<file path="src/rtl/gpio_irq_pkg.sv">
package gpio_irq_pkg;
  localparam int REG_AW = 3;

  // Word addresses of the register map.
  localparam logic [REG_AW-1:0] ADDR_RISE  = 3'd0;
  localparam logic [REG_AW-1:0] ADDR_FALL  = 3'd1;
  localparam logic [REG_AW-1:0] ADDR_HIGH  = 3'd2;
  localparam logic [REG_AW-1:0] ADDR_LOW   = 3'd3;
  localparam logic [REG_AW-1:0] ADDR_IEN   = 3'd4;
  localparam logic [REG_AW-1:0] ADDR_STATE = 3'd5;
  localparam logic [REG_AW-1:0] ADDR_TEST  = 3'd6;
  localparam logic [REG_AW-1:0] ADDR_PINS  = 3'd7;

  // Number of plain read/write configuration registers (addresses 0..4).
  localparam int NUM_CFG = 5;
endpackage

</file>
<file path="src/rtl/pin_trigger_eval.sv">
module pin_trigger_eval #(
  parameter int NUM_PINS = 32
) (
  input  logic [NUM_PINS-1:0] cur_i,
  input  logic [NUM_PINS-1:0] prev_i,
  input  logic [NUM_PINS-1:0] rise_en_i,
  input  logic [NUM_PINS-1:0] fall_en_i,
  input  logic [NUM_PINS-1:0] high_en_i,
  input  logic [NUM_PINS-1:0] low_en_i,
  output logic [NUM_PINS-1:0] event_o
);
  // One pin: OR of every enabled condition.
  function automatic logic trig_hit(input logic rise_en, input logic fall_en,
                                    input logic high_en, input logic low_en,
                                    input logic prev, input logic cur);
    logic up, down;
    up   = cur & ~prev;
    down = prev & ~cur;
    return (rise_en & up) | (fall_en & down) | (high_en & cur) | (low_en & ~cur);
  endfunction

  for (genvar p = 0; p < NUM_PINS; p++) begin : g_pin
    assign event_o[p] = trig_hit(rise_en_i[p], fall_en_i[p], high_en_i[p],
                                 low_en_i[p], prev_i[p], cur_i[p]);
  end
endmodule

</file>
<file path="src/rtl/irq_cfg_regs.sv">
module irq_cfg_regs
  import gpio_irq_pkg::*;
#(
  parameter int NUM_PINS = 32
) (
  input  logic                            clk,
  input  logic                            rst_n,
  input  logic                            wr_en_i,
  input  logic [REG_AW-1:0]               wr_addr_i,
  input  logic [NUM_PINS-1:0]             wr_data_i,
  output logic [NUM_CFG-1:0][NUM_PINS-1:0] cfg_o,
  output logic [NUM_PINS-1:0]             clr_vec_o,
  output logic [NUM_PINS-1:0]             set_vec_o
);
  for (genvar r = 0; r < NUM_CFG; r++) begin : g_cfg
    localparam logic [REG_AW-1:0] MY_ADDR = REG_AW'(r);
    always_ff @(posedge clk or negedge rst_n) begin
      if (!rst_n) begin
        cfg_o[r] <= '0;
      end else if (wr_en_i && (wr_addr_i == MY_ADDR)) begin
        cfg_o[r] <= wr_data_i;
      end
    end
  end

  // Single-cycle strobes for the write-one-to-clear and write-one-to-set ports.
  assign clr_vec_o = (wr_en_i && (wr_addr_i == ADDR_STATE)) ? wr_data_i : '0;
  assign set_vec_o = (wr_en_i && (wr_addr_i == ADDR_TEST))  ? wr_data_i : '0;
endmodule

</file>
<file path="src/rtl/irq_state_bank.sv">
module irq_state_bank #(
  parameter int NUM_PINS = 32
) (
  input  logic                clk,
  input  logic                rst_n,
  input  logic [NUM_PINS-1:0] event_i,
  input  logic [NUM_PINS-1:0] set_i,
  input  logic [NUM_PINS-1:0] clr_i,
  input  logic [NUM_PINS-1:0] ien_i,
  output logic [NUM_PINS-1:0] state_o,
  output logic                irq_o
);
  // Clear first, then set: any set source overrides a clear of the same bit.
  function automatic logic [NUM_PINS-1:0] next_state(
      input logic [NUM_PINS-1:0] cur, input logic [NUM_PINS-1:0] ev,
      input logic [NUM_PINS-1:0] sw_set, input logic [NUM_PINS-1:0] sw_clr);
    return (cur & ~sw_clr) | ev | sw_set;
  endfunction

  logic [NUM_PINS-1:0] state_q;
  logic                irq_q;

  always_ff @(posedge clk or negedge rst_n) begin
    if (!rst_n) begin
      state_q <= '0;
      irq_q   <= 1'b0;
    end else begin
      state_q <= next_state(state_q, event_i, set_i, clr_i);
      irq_q   <= |(state_q & ien_i);
    end
  end

  assign state_o = state_q;
  assign irq_o   = irq_q;
endmodule

</file>
<file path="src/rtl/gpio_irq_detect.sv">
module gpio_irq_detect
  import gpio_irq_pkg::*;
#(
  parameter int NUM_PINS = 32
) (
  input  logic                clk,
  input  logic                rst_n,
  input  logic [NUM_PINS-1:0] pins_i,
  input  logic                req_valid,
  input  logic                req_write,
  input  logic [REG_AW-1:0]   req_addr,
  input  logic [NUM_PINS-1:0] req_wdata,
  output logic                rsp_valid,
  output logic [NUM_PINS-1:0] rsp_rdata,
  output logic                irq_o
);
  logic [NUM_CFG-1:0][NUM_PINS-1:0] cfg;
  logic [NUM_PINS-1:0] clr_vec;
  logic [NUM_PINS-1:0] test_vec;
  logic [NUM_PINS-1:0] prev_q;
  logic [NUM_PINS-1:0] ev_any;
  logic [NUM_PINS-1:0] state_q;
  logic [NUM_PINS-1:0] rd_mux;
  logic                wr_en;
  logic                rd_en;

  assign wr_en = req_valid & req_write;
  assign rd_en = req_valid & ~req_write;

  irq_cfg_regs #(.NUM_PINS(NUM_PINS)) u_cfg (
    .clk       (clk),
    .rst_n     (rst_n),
    .wr_en_i   (wr_en),
    .wr_addr_i (req_addr),
    .wr_data_i (req_wdata),
    .cfg_o     (cfg),
    .clr_vec_o (clr_vec),
    .set_vec_o (test_vec)
  );

  // Previous-cycle copy of the pins for edge detection.
  always_ff @(posedge clk or negedge rst_n) begin
    if (!rst_n) prev_q <= '0;
    else        prev_q <= pins_i;
  end

  pin_trigger_eval #(.NUM_PINS(NUM_PINS)) u_eval (
    .cur_i     (pins_i),
    .prev_i    (prev_q),
    .rise_en_i (cfg[ADDR_RISE]),
    .fall_en_i (cfg[ADDR_FALL]),
    .high_en_i (cfg[ADDR_HIGH]),
    .low_en_i  (cfg[ADDR_LOW]),
    .event_o   (ev_any)
  );

  irq_state_bank #(.NUM_PINS(NUM_PINS)) u_state (
    .clk     (clk),
    .rst_n   (rst_n),
    .event_i (ev_any),
    .set_i   (test_vec),
    .clr_i   (clr_vec),
    .ien_i   (cfg[ADDR_IEN]),
    .state_o (state_q),
    .irq_o   (irq_o)
  );

  always_comb begin
    case (req_addr)
      ADDR_RISE:  rd_mux = cfg[ADDR_RISE];
      ADDR_FALL:  rd_mux = cfg[ADDR_FALL];
      ADDR_HIGH:  rd_mux = cfg[ADDR_HIGH];
      ADDR_LOW:   rd_mux = cfg[ADDR_LOW];
      ADDR_IEN:   rd_mux = cfg[ADDR_IEN];
      ADDR_STATE: rd_mux = state_q;
      ADDR_PINS:  rd_mux = pins_i;
      default:    rd_mux = '0;
    endcase
  end

  always_ff @(posedge clk or negedge rst_n) begin
    if (!rst_n) begin
      rsp_valid <= 1'b0;
      rsp_rdata <= '0;
    end else begin
      rsp_valid <= rd_en;
      rsp_rdata <= rd_en ? rd_mux : '0;
    end
  end
endmodule

</file>
<file path="config.mk">
export PLATFORM = sky130hd
export DESIGN_NAME = gpio_irq_detect
export DESIGN_NICKNAME = d
export VERILOG_FILES = /design/src/rtl/gpio_irq_pkg.sv /design/src/rtl/pin_trigger_eval.sv /design/src/rtl/irq_cfg_regs.sv /design/src/rtl/irq_state_bank.sv /design/src/rtl/gpio_irq_detect.sv
export SDC_FILE = /design/constraint.sdc
export NUM_CORES = 1
export LEC_CHECK = 0
export BUFFER_PORTS_ARGS = -buffer_cell sky130_fd_sc_hd__buf_2
export CORE_ASPECT_RATIO = 1.4
export CORE_MARGIN = 3
export CORE_UTILIZATION = 60
export DETAILED_ROUTE_END_ITERATION = 8
export GPL_TIMING_DRIVEN = 0
export MAX_ROUTING_LAYER = met4
export PLACE_DENSITY = 0.8
export SETUP_SLACK_MARGIN = 0.15
export SLEW_MARGIN = 30
export SYNTH_ARGS = -nofsm -noshare
export SYNTH_HDL_FRONTEND = slang
export SYNTH_HIERARCHICAL = 1
export SYNTH_SLANG_ARGS = --single-unit
export TNS_END_PERCENT = 5
</file>
<file path="constraint.sdc">
create_clock -name clk -period 1.6 [get_ports clk]
set_clock_uncertainty 0.05 [all_clocks]
set_input_delay 0.32 -clock clk [delete_from_list [all_inputs] [get_ports clk]]
set_output_delay 0.32 -clock clk [all_outputs]
set_load 0.01 [all_outputs]
</file>
==> impl_metrics.py <==
metrics = {
    "clock_tree": {
        "clockBufferDepth": 3,
        "h-tree-depth": 1,
        "clk-insertion-delay-late_ns": 0.53,
        "cts_sinks": 258,
        "cts_tree": "yes",
        "root_buffer": "clkbuf_16",
        "clkTransAtPathRegs_ns": 0.06,
        "cts_buffers": 25,
    },
    "floorplanning": {
        "start_util": 0.617,
        "core_um2": 20700,
        "die_h_um": 179,
        "io_pins": 105,
        "die_x_um": 129,
        "rows": 62,
        "dieArea_um2": 23100,
    },
    "sta": {
        "min_period_ns": 1.54,
        "fmax_ghz": 0.651,
        "rsz0062_at_grt": "yes",
        "max_slew.worst_pin.slew_ns": 0.720,
        "setup-tns-final_ns": 0,
        "report.final.slew_viol_count": 0,
        "max-slew-margin-rel": 0.520,
        "period_share": 0.961,
        "setup_viol": 0,
        "finalHoldViolCount": 0,
    },
    "placement": {
        "dp_hpwl_um": 23200,
        "place_area_um2": 13700,
        "portBuffers": 104,
        "gp_congestion": 0.929,
    },
    "finish": {
        "finalNetCount": 1306,
        "layout_commonest_cell": "dfrtp_1",
        "fillers": 1431,
        "final_area_um2": 15000,
        "final_layout_size_suffix_gt1_frac": 0.335,
        "area.growth.synth_to_final_pct": 17.3,
        "layout_common_cells": "dfrtp_1, mux2_2, buf_2",
    },
    "logic_synthesis": {
        "ys_top_cells_by_area": "dfrtp_1, mux2_2, a22o_1",
        "syn_avg_cell_area_um2": 12.0,
        "synthCells": 1061,
        "yosysTopAreaCell": "dfrtp_1",
        "synth_cell_types": 35,
        "synth_warnings": 6,
        "ys_ff_latch": 258,
        "yosysTopAreaCellShare": 0.505,
        "synth_seq_area_share": 0.505,
        "synth.net_count": 1132,
        "syn_area_um2": 12800,
    },
    "drt": {
        "routed_wl_um": 35200,
        "vias": 9474,
        "antenna_left": 0,
        "drc": 0,
        "drtPass1Iterations": 5,
        "vias_per_cell": 6.27,
        "drt-initial-drc-count": 878,
        "routedWlPerCell_um": 23.3,
    },
    "global_route": {
        "grt_pass1_vias": 9698,
        "gr-total-overflow": 0,
        "grt_max_degree": 86,
        "grt_antenna_before_repair": 3,
        "grtUsageTotal": 0.311,
        "grt_pass1_wl_um": 53700,
    },
    "power_and_ir_drop": {
        "power_leakage_nw": 6.95,
        "peakVddDrop_mv": 0.898,
        "p_per_area_nw_per_um2": 1190,
    },
    "setup_path": {
        "cp_slowest_cell": "buf_2",
        "critPathMaxFanout": 14,
        "crit_top_cell": "buf_2",
        "cp_data_required_time_ns": 1.94,
        "arrival_ns": 1.88,
        "cp_cell_sequence": "buf_2 > buf_6 > buf_4 > nand3b_1 > nand2_1 > buf_2 > a21oi_1",
        "cp-start-kind": "input port",
        "regToRegStartpoint": "u_cfg/cfg_o[134]$_DFFE_PN0P_",
        "cpPeakStageDelay_ns": 0.37,
        "end_kind": "flip-flop",
        "crit_type": "in2reg",
        "critPathLaunch": "req_addr[2]",
    },
    "status": {
        "status": "finished clean",
    },
    "job": {
        "max_cap_viol_count": 0,
    },
    "min_path": {
        "holdCritPathClass": "in2reg",
        "hold_start": "req_write",
    },
}
-- power breakdown --
group	leakage, nW	switching, mW	total [mW]	internal (mW)
sequential	3.08	1.04	8.63	7.58
clock	0.407	2.46	5.93	3.47
combinational	3.47	1.41	3.32	1.90
total	6.95	4.92	17.9	13.0
-- metrics by stage --
step                total power, mW  setup slack (ns)  hold WS, ns  instances  utilization
floorplan                      10.6             0.107      -0.0256       1061            -
global placement               11.6             -4.38        0.423       1421        0.658
detailed placement             11.8            -0.404        0.174       1424        0.663
CTS                            17.8             0.132      0.00237       1507        0.722
global route                   18.6            0.0561       0.0271       1511        0.723
finish                         17.9            0.0631       0.0281       1511        0.723
-- area by class of cell --
| type | instances | area, µm² | area share |
|---|---|---|---|
| Sequential cell | 258 | 6460 | 0.431 |
| Multi-Input combinational cell | 674 | 5670 | 0.379 |
| Timing Repair Buffer | 147 | 1010 | 0.0676 |
| Clock buffer | 37 | 731 | 0.0488 |
| Buffer | 64 | 450 | 0.0301 |
| Tap cell | 256 | 320 | 0.0214 |
| Inverter | 65 | 244 | 0.0163 |
| Clock inverter | 7 | 88.8 | 0.00593 |
| Antenna cell | 3 | 7.51 | 0.000501 |
-- critical path: cells and delay by family --
family	cells	cell delay, ns
compound gates	1	0.12
buf+inv	4	1.09
simple gates	2	0.35
-- state kept, by name, indices dropped and copies added (netlist names) --
name	count
u_cfg/cfg_o	160
prev_q	32
rsp_rdata	32
u_state/state_o	32
rsp_valid	1
u_state/irq_o	1
-- synthesized netlist by cell type --
| library cell | n |
|---|---|
| a22o_1 | 64 |
| nand2b_4 | 32 |
| nand2b_1 | 28 |
| a21oi_1 | 60 |
| a211oi_1 | 36 |
| buf_1 | 3 |
| and4bb_1 | 2 |
| nand4_1 | 4 |
| clkbuf_1 | 17 |
| and4b_1 | 2 |
| mux2i_1 | 4 |
| nand2_1 | 1 |
| dfrtp_1 | 258 |
| and2_1 | 67 |
| buf_8 | 1 |
| nor4bb_1 | 1 |
| nand4b_1 | 1 |
| a31oi_1 | 32 |
| mux2_2 | 144 |
| inv_1 | 65 |
| mux2_1 | 7 |
| or4_1 | 1 |
| a22oi_2 | 2 |
| buf_4 | 4 |
| nor2b_1 | 3 |
| a22oi_1 | 42 |
| clkbuf_2 | 1 |
| nand3b_1 | 1 |
| buf_6 | 21 |
| a221oi_1 | 4 |
| nor2_1 | 38 |
| o21ai_0 | 60 |
| mux2_4 | 37 |
| nor4b_4 | 1 |
| buf_2 | 17 |
-- timing repair --
action                                  4_1_cts  5_1_grt
endpoints found under the setup margin        5      112
buffers inserted                              6        0
hold buffers                                 33        0
pin swaps                                     2        0
gates resized for setup                       6        2
cloned                                        0        1
hold endpoints to repair                    125        0
-- metal layers --
layer / share of wire / GRT usage / up-vias
li1: - / - / 4186
met5: 0 / - / -
met1: 0.39 / 0.393 / 4688
met4: 0.041 / 0.119 / 0
met2: 0.49 / 0.509 / 485
met3: 0.078 / 0.0474 / 115
-- cell families (layout without fill, tap and decap cells) --
family / Yosys count / count (layout) / synth area share
mux: 192 / 192 / 0.180
other cells: 0 / 3 / 0
simple gates: 182 / 182 / 0.104
flops: 258 / 258 / 0.505
compound gates: 300 / 300 / 0.157
buf+inv: 129 / 320 / 0.0541
-- path summary, 6_finish.rpt --
| check | to | slack (ns) | depth (start not counted) |
|---|---|---|---|
| hold / removal | rsp_valid$_DFF_PN0_ | 0.03 | 2 |
| setup reg to reg | u_state/irq_o$_DFF_PN0_ | 0.07 | 3 |
| hold reg to reg | u_cfg/cfg_o[71]$_DFFE_PN0P_ | 0.48 | 1 |
| max in group asynchronous | u_cfg/cfg_o[95]$_DFFE_PN0P_ | 0.38 | 4 |
| min in group asynchronous | rsp_rdata[14]$_DFF_PN0_ | 0.21 | 2 |
| setup / recovery | rsp_rdata[16]$_DFF_PN0_ | 0.06 | 7 |
No activity file was read; power rests on OpenSTA's default activity.
